$ cat config.mk
export PLATFORM = sky130hd
export DESIGN_NAME = dbg_hex_view
export DESIGN_NICKNAME = d
export VERILOG_FILES = /design/src/rtl/dbg_hex_pkg.sv /design/src/rtl/dbg_src_mux.sv /design/src/rtl/dbg_half_pick.sv /design/src/rtl/dbg_seg_bank.sv /design/src/rtl/dbg_hex_view.sv
export SDC_FILE = /design/constraint.sdc
export NUM_CORES = 1
export LEC_CHECK = 0
export ABC_AREA = 0
export BUFFER_PORTS_ARGS = -buffer_cell sky130_fd_sc_hd__buf_4
export CAP_MARGIN = 20
export CORE_AREA = 2 2 105 107
export DETAILED_ROUTE_END_ITERATION = 7
export DIE_AREA = 0 0 107 109
export PLACE_DENSITY = 0.66
export RECOVER_POWER = 25
export SLEW_MARGIN = 0
export SYNTH_ARGS = -nofsm -noshare
export SYNTH_HDL_FRONTEND = slang
export SYNTH_HIERARCHICAL = 1
export SYNTH_SLANG_ARGS = --single-unit
$ cat constraint.sdc
create_clock -name vclk -period 8.7
set_input_delay 1.74 -clock vclk [all_inputs]
set_output_delay 1.74 -clock vclk [all_outputs]
set_load 0.02 [all_outputs]
$ cat src/rtl/dbg_hex_pkg.sv
package dbg_hex_pkg;
  localparam int unsigned DATA_W = 32;
  localparam int unsigned CTRL_W = 10;
  localparam int unsigned NSRC   = 8;
  localparam int unsigned SEL_W  = $clog2(NSRC);
  localparam int unsigned HALF_W = DATA_W / 2;
  localparam int unsigned NDIG   = HALF_W / 4;
  localparam int unsigned SEG_W  = 7;

  typedef enum logic [SEL_W-1:0] {
    VIEW_PC   = 3'd0,
    VIEW_INSN = 3'd1,
    VIEW_RDA  = 3'd2,
    VIEW_RDB  = 3'd3,
    VIEW_ALU  = 3'd4,
    VIEW_BRT  = 3'd5,
    VIEW_MEM  = 3'd6,
    VIEW_CTRL = 3'd7
  } view_e;

  // active-low {g,f,e,d,c,b,a}
  function automatic logic [SEG_W-1:0] hex_glyph(input logic [3:0] n);
    logic [SEG_W-1:0] on;
    case (n)
      4'h0: on = 7'h3F; 4'h1: on = 7'h06; 4'h2: on = 7'h5B; 4'h3: on = 7'h4F;
      4'h4: on = 7'h66; 4'h5: on = 7'h6D; 4'h6: on = 7'h7D; 4'h7: on = 7'h07;
      4'h8: on = 7'h7F; 4'h9: on = 7'h6F; 4'hA: on = 7'h77; 4'hB: on = 7'h7C;
      4'hC: on = 7'h39; 4'hD: on = 7'h5E; 4'hE: on = 7'h79; default: on = 7'h71;
    endcase
    return ~on;
  endfunction
endpackage

$ cat src/rtl/dbg_src_mux.sv
module dbg_src_mux
  import dbg_hex_pkg::*;
#(
  parameter int unsigned W = DATA_W,
  parameter int unsigned CW = CTRL_W
) (
  input  logic [W-1:0]     pc_i,
  input  logic [W-1:0]     instr_i,
  input  logic [W-1:0]     rdata_a_i,
  input  logic [W-1:0]     rdata_b_i,
  input  logic [W-1:0]     alu_res_i,
  input  logic [W-1:0]     br_tgt_i,
  input  logic [W-1:0]     mem_rdata_i,
  input  logic [CW-1:0]    ctrl_i,
  input  logic [SEL_W-1:0] view_i,
  output logic [W-1:0]     word_o,
  output logic             is_ctrl_o
);
  always_comb begin
    unique case (view_e'(view_i))
      VIEW_PC:   word_o = pc_i;
      VIEW_INSN: word_o = instr_i;
      VIEW_RDA:  word_o = rdata_a_i;
      VIEW_RDB:  word_o = rdata_b_i;
      VIEW_ALU:  word_o = alu_res_i;
      VIEW_BRT:  word_o = br_tgt_i;
      VIEW_MEM:  word_o = mem_rdata_i;
      default:   word_o = {{(W-CW){1'b0}}, ctrl_i};
    endcase
  end
  assign is_ctrl_o = (view_i == VIEW_CTRL);
endmodule

$ cat src/rtl/dbg_half_pick.sv
module dbg_half_pick
  import dbg_hex_pkg::*;
#(
  parameter int unsigned W = DATA_W,
  localparam int unsigned HW = W / 2
) (
  input  logic          clk_i,
  input  logic          rst_ni,
  input  logic [W-1:0]  word_i,
  input  logic          half_sel_i,
  input  logic          is_ctrl_i,
  output logic [HW-1:0] half_o
);
  logic use_hi;
  assign use_hi = half_sel_i & ~is_ctrl_i;
  assign half_o = use_hi ? word_i[W-1:HW] : word_i[HW-1:0];


  ctrl_low_half_chk: assert property (@(posedge clk_i) disable iff (!rst_ni)
    is_ctrl_i |-> half_o == word_i[HW-1:0]);

  hi_half_chk: assert property (@(posedge clk_i) disable iff (!rst_ni)
    (half_sel_i && !is_ctrl_i) |-> half_o == word_i[W-1:HW]);
endmodule

$ cat src/rtl/dbg_seg_bank.sv
module dbg_seg_bank
  import dbg_hex_pkg::*;
#(
  parameter int unsigned ND = NDIG
) (
  input  logic [4*ND-1:0]    val_i,
  output logic [SEG_W*ND-1:0] seg_no
);
  for (genvar d = 0; d < ND; d++) begin : g_dig
    assign seg_no[SEG_W*d +: SEG_W] = hex_glyph(val_i[4*d +: 4]);
  end
endmodule

$ cat src/rtl/dbg_hex_view.sv
module dbg_hex_view
  import dbg_hex_pkg::*;
(
  input  logic              clk_i,
  input  logic              rst_ni,
  input  logic [DATA_W-1:0] pc_i,
  input  logic [DATA_W-1:0] instr_i,
  input  logic [DATA_W-1:0] rdata_a_i,
  input  logic [DATA_W-1:0] rdata_b_i,
  input  logic [DATA_W-1:0] alu_res_i,
  input  logic [DATA_W-1:0] br_tgt_i,
  input  logic [DATA_W-1:0] mem_rdata_i,
  input  logic [CTRL_W-1:0] ctrl_i,
  input  logic [SEL_W-1:0]  btn_n_i,
  input  logic              half_sel_i,
  output logic [SEG_W-1:0]  seg3_no,
  output logic [SEG_W-1:0]  seg2_no,
  output logic [SEG_W-1:0]  seg1_no,
  output logic [SEG_W-1:0]  seg0_no
);
  logic [SEL_W-1:0]      view;
  logic [DATA_W-1:0]     word;
  logic                  is_ctrl;
  logic [HALF_W-1:0]     half;
  logic [SEG_W*NDIG-1:0] segs;

  // buttons pressed pull low
  assign view = ~btn_n_i;

  dbg_src_mux #(.W(DATA_W), .CW(CTRL_W)) u_mux (
    .pc_i, .instr_i, .rdata_a_i, .rdata_b_i, .alu_res_i, .br_tgt_i,
    .mem_rdata_i, .ctrl_i, .view_i(view), .word_o(word), .is_ctrl_o(is_ctrl)
  );

  dbg_half_pick #(.W(DATA_W)) u_half (
    .clk_i, .rst_ni, .word_i(word), .half_sel_i, .is_ctrl_i(is_ctrl), .half_o(half)
  );

  dbg_seg_bank #(.ND(NDIG)) u_seg (.val_i(half), .seg_no(segs));

  assign {seg3_no, seg2_no, seg1_no, seg0_no} = segs;


  ctrl_zext_chk: assert property (@(posedge clk_i) disable iff (!rst_ni)
    (btn_n_i == 3'b000) |-> word == {{(DATA_W-CTRL_W){1'b0}}, ctrl_i});

  pc_view_chk: assert property (@(posedge clk_i) disable iff (!rst_ni)
    (btn_n_i == 3'b111) |-> word == pc_i);

  mem_view_chk: assert property (@(posedge clk_i) disable iff (!rst_ni)
    (btn_n_i == 3'b001) |-> word == mem_rdata_i);

  ctrl_top_dark_chk: assert property (@(posedge clk_i) disable iff (!rst_ni)
    (btn_n_i == 3'b000) |-> seg3_no == 7'h40);

  follow_chk: assert property (@(posedge clk_i) disable iff (!rst_ni)
    $stable(half) |-> $stable(segs));
endmodule

# Word-level counts from Yosys, hierarchy flattened
# Memory sizes are Yosys's and may differ from the RTL's.
# Index checks and enable logic that the tools add are counted.
# totals
regBits,0
rom_bits,448
output_inout_bits,28
latchBits,0
elab_cells,21
n_memories,4
ramBits,0
# classes
n_div,0
mux,2
shift,0
n_eq_ne,7
bitwise_logic,7
n_lt_le_gt_ge,0
add_sub_neg,0
n_mul,0
n_reduce_logical,1
# mem_list
memory,depth,width,read_ports,rd_ports_with_merged_regs,write_ports,line,rtl
(name not given),16,7,1,0,0,dbg_hex_pkg.sv:24,case (n)
(name not given),16,7,1,0,0,dbg_hex_pkg.sv:24,
(name not given),16,7,1,0,0,dbg_hex_pkg.sv:24,
(name not given),16,7,1,0,0,dbg_hex_pkg.sv:24,
# op_table
operator,n
$pmux 32 s7,1
$not 7->7,4
$mux 16,1
$eq 3x3->1 const B,4
$eq 3x2->1 const B,2
$eq 3x1->1 const B,1
$logic_not 3->1,1
$not 3->3,1
$and 1x1->1,1
$not 1->1,1

# Longest topological paths before layout
# An unclocked memory read counts as a cell.
# logic_depth
depth_word,7
depth_mapped,16

# Hierarchy
# The synthesis kept the hierarchy.
# by_module_without_submodules
module,instances,cells_per_inst,area_each_um2,seq_area_each_um2
dbg_src_mux,1,264,1969.4,0.0
dbg_seg_bank,1,123,1003.5,0.0
dbg_half_pick,1,19,262.8,0.0
dbg_hex_view,1,3,11.3,0.0

# Worst setup path after synthesis
# OpenSTA, ideal clock, no wires.
# synth_path
path_type,input to output
startpoint,input btn_n_i[0]
endpoint,output seg3_no[0]
path_buffers,6
path_stages,16
path_slack_ns,2.794
arrival_ns,4.166
t_required_ns,6.960
path_cell_list,inv_1 buf_6 buf_12 buf_8 nand3_1 buf_2 inv_1 nand2b_4 buf_6 buf_12 mux2_4 inv_1 ha_1 nor2b_1 or3b_1 o21ai_1
# synth_via
elab_chain_cells,7
elab_cells_between_ends,15
classes_between,7 x eq/ne; 2 x mux; 4 x bitwise; 1 x reduce/logical; 1 x memory
# synth_lines
item,line,rtl
"start, declared",dbg_hex_view.sv:14,"input logic [SEL_W-1:0] btn_n_i,"
$not 3->3,dbg_hex_view.sv:28,assign view = ~btn_n_i;
$eq 3x3->1,dbg_src_mux.sv:31,assign is_ctrl_o = (view_i == VIEW_CTRL);
named net is_ctrl,dbg_hex_view.sv:23,logic is_ctrl;
$not 1->1,dbg_half_pick.sv:15,assign use_hi = half_sel_i & ~is_ctrl_i;
$and 1x1->1,dbg_half_pick.sv:15,
$mux 16,dbg_half_pick.sv:16,assign half_o = use_hi ? word_i[W-1:HW] : word_i[HW-1:0];
named net half[13],dbg_hex_view.sv:24,logic [HALF_W-1:0] half;
$mem_v2 16x7,-,
$not 7->7,dbg_hex_pkg.sv:30,return ~on;
"end, declared",dbg_hex_view.sv:16,"output logic [SEG_W-1:0] seg3_no,"
# The timed path passes the listed nets, and every way through them passes these cells.

# Final worst setup path
# layout_path
startpoint,input btn_n_i[0]
endpoint,output seg2_no[3]
# layout_via
elab_cells_between_ends,15
classes_between,7 x eq/ne; 2 x mux; 4 x bitwise; 1 x reduce/logical; 1 x memory
# layout_rtl
item,line,rtl
$not 3->3 *,dbg_hex_view.sv:28,
named net view[0],dbg_hex_view.sv:21,logic [SEL_W-1:0] view;
$eq 3x3->1 (tied with other cells),dbg_src_mux.sv:20,unique case (view_e'(view_i))
$pmux 32 s7 *,dbg_src_mux.sv:20,
named net word[9],dbg_hex_view.sv:22,logic [DATA_W-1:0] word;
$mux 16 *,dbg_half_pick.sv:16,
named net half[9],dbg_hex_view.sv:24,
$mem_v2 16x7 *,-,
$not 7->7 *,dbg_hex_pkg.sv:30,
"end, declared",dbg_hex_view.sv:17,"output logic [SEG_W-1:0] seg2_no,"
# The timed path passes the listed nets; every way through them passes the cells marked *.

==> out/qor.yml <==
status: "finished clean"
fin_ws_ns: 1.37
hold_viol: 0
grt_max_degree: 51
p_switching_mw: 0.206
place_area_um2: 5120
overflow: 0
antenna_found_initial: 0
min_period_ns: 7.33
start_util_pct: 30.6
maxSlewHeadroom_pct: 33.9
final_nets: 904
path_class: "in -> out"
diodes: 0
post_cts_buffers: 0
switching_share_pct: 49.3
fp.dieH_um: 109
fill_cells: 1020
die_w_um: 107
clkPwrFrac_pct: 0
final_cell_count_no_fill: 778
dr.pass1.iters: 5
worstMarginPinSlew_ns: 0.985
utilization_pct: 48.2
grt_pass1_vias: 4119
final_common_cell: "buf_4"
min_from: "ctrl_i[6]"
post-place-ws_ns: 2.02
syn_nets: 673
p_per_area_nw_per_um2: 81.7
worst-endpoint-required_ns: 6.96
ant_nets: 0
hpwl_mm: 11.2
postCtsHoldBufs: 0
rows: 38
yosys-top-cells-area: "mux2i_1 (13%), ha_1 (9.2%), mux4_2 (7.6%), a21oi_1 (7.2%), nor2_1 (5.7%)"
seq_cells: 0
drc: 0
grt_pass1_wl_mm: 20.5
worstPathArrival_ns: 5.59
netlist_area_um2: 3250
coreArea_um2: 10600
finalInstanceArea_um2: 5110
io_pins: 268
routedWlPerCell_um: 17.6
synth_largest_area_cell: "mux2i_1"
syn_inst: 409
drv_slew: 0
io_buffers: 266
ys_types: 44
p_leak_nw: 2.56
wirelength_mm: 13.7
num_vias: 4157
critPathLaunch: "btn_n_i[0]"
ys_warn_count: 6
ff_latch_area_um2: 0
ys_seq_area_share_pct: 0
gp_congestion: 0.828
fmax_ghz: 0.137
cp_max_fo: 18
floorplan.die_area_um2: 11700
crit_path_end_kind: "output pin"
fin_setup_tns_ns: 0
setup_violations: 0
syn_area_per_cell_um2: 7.94
internal_power_mw: 0.212
pwr-share-comb_pct: 100.0
hp-class: "in -> out"
vdd_ir_drop_max_mv: 0.0446
synth_top_area_share_pct: 12.9
layout_common_cells: "buf_4 (271), nor2_1 (49), a21oi_1 (47)"
fin_crit_sh_pct: 84.2
clock_buffers: 0
rsz0062_at_grt: "false"
cts_resized: 0
grtUsageTotal_pct: 21.9
startpoint_type: "input pin"
drtIter0Drc: 232
cap_violations: 0
pwr-share-seq_pct: 0
drive_gt1_share_pct: 48.9
area_growth_pct: 57.3
via_per_inst: 5.34
placed_cells: 778
-- layout make-up --
cell class	instances	area (um2)	share of cell area (%)
Inverter	18	68.8	1.35
Tap cell	140	175	3.43
Timing Repair Buffer	271	2030	39.8
Multi-Input combinational cell	349	2830	55.4
-- through the flow --
stage          power (mW)  hold WS [ns]
2_1_floorplan       0.254          4.00
4_1_cts             0.420          4.18
5_1_grt             0.450          4.22
3_5_place_dp        0.419          4.18
6_report            0.418          4.18
3_3_place_gp        0.409          4.17
-- kinds of logic after synthesis --
family	synth area share, %
AO/OA/AOI/OAI	31.1
AND/OR/NAND/NOR	15.6
multiplexers	31.2
buffers and inverters	12.8
adder cells (fa/ha/maj)	9.25
-- power by group through the flow --
| stage | clock (mW) | combinational (mW) | sequential, mW |
|---|---|---|---|
| after floorplan | 0 | 0.254 | 0 |
| after global placement | 0 | 0.409 | 0 |
| after detailed placement | 0 | 0.419 | 0 |
| after CTS | 0 | 0.420 | 0 |
| after global routing | 0 | 0.450 | 0 |
| final | 0 | 0.418 | 0 |
-- synth_stat cells, drive strengths merged, types with 2 or more instances --
| cell type | number |
|---|---|
| nand2 | 33 |
| a31oi | 4 |
| o21ai | 7 |
| a211oi | 3 |
| a22o | 17 |
| a22oi | 10 |
| inv | 18 |
| or3b | 4 |
| ha | 24 |
| nand2b | 6 |
| a21oi | 47 |
| clkbuf | 3 |
| buf | 39 |
| nor2b | 12 |
| nor2 | 52 |
| o221ai | 10 |
| o22a | 9 |
| mux2 | 20 |
| mux4 | 14 |
| a221oi | 18 |
| mux2i | 42 |
| a32o | 4 |
| o32ai | 4 |
| o211ai | 2 |
-- per-layer routing --
layer / vias up / wire [um] / track usage, %
li1: 2012 / - / -
met3: 6 / 881 / 2.15
met5: - / 0 / 0
met1: 1967 / 5580 / 28.1
met2: 172 / 7140 / 41.4
met4: 0 / 61 / 1.48
-- critical path, cell delays in order --
cell and delay, ns:
buf_4 0.08, clkinvlp_2 0.75, nor2b_2 0.79, buf_4 0.34, a22oi_1 0.09, a21oi_1 0.17, o22a_1 0.24, mux2_1 0.25
inv_1 0.12, ha_1 0.28, inv_1 0.05, mux4_1 0.48, buf_4 0.17
-- path summary, 6_finish.rpt --
kind / depth (start not counted) / endpoint / slack, ns
hold / removal: 5 / seg1_no[5] / 4.18
setup / recovery: 13 / seg2_no[3] / 1.37
Note: power is estimated with default switching activity, not from simulation.
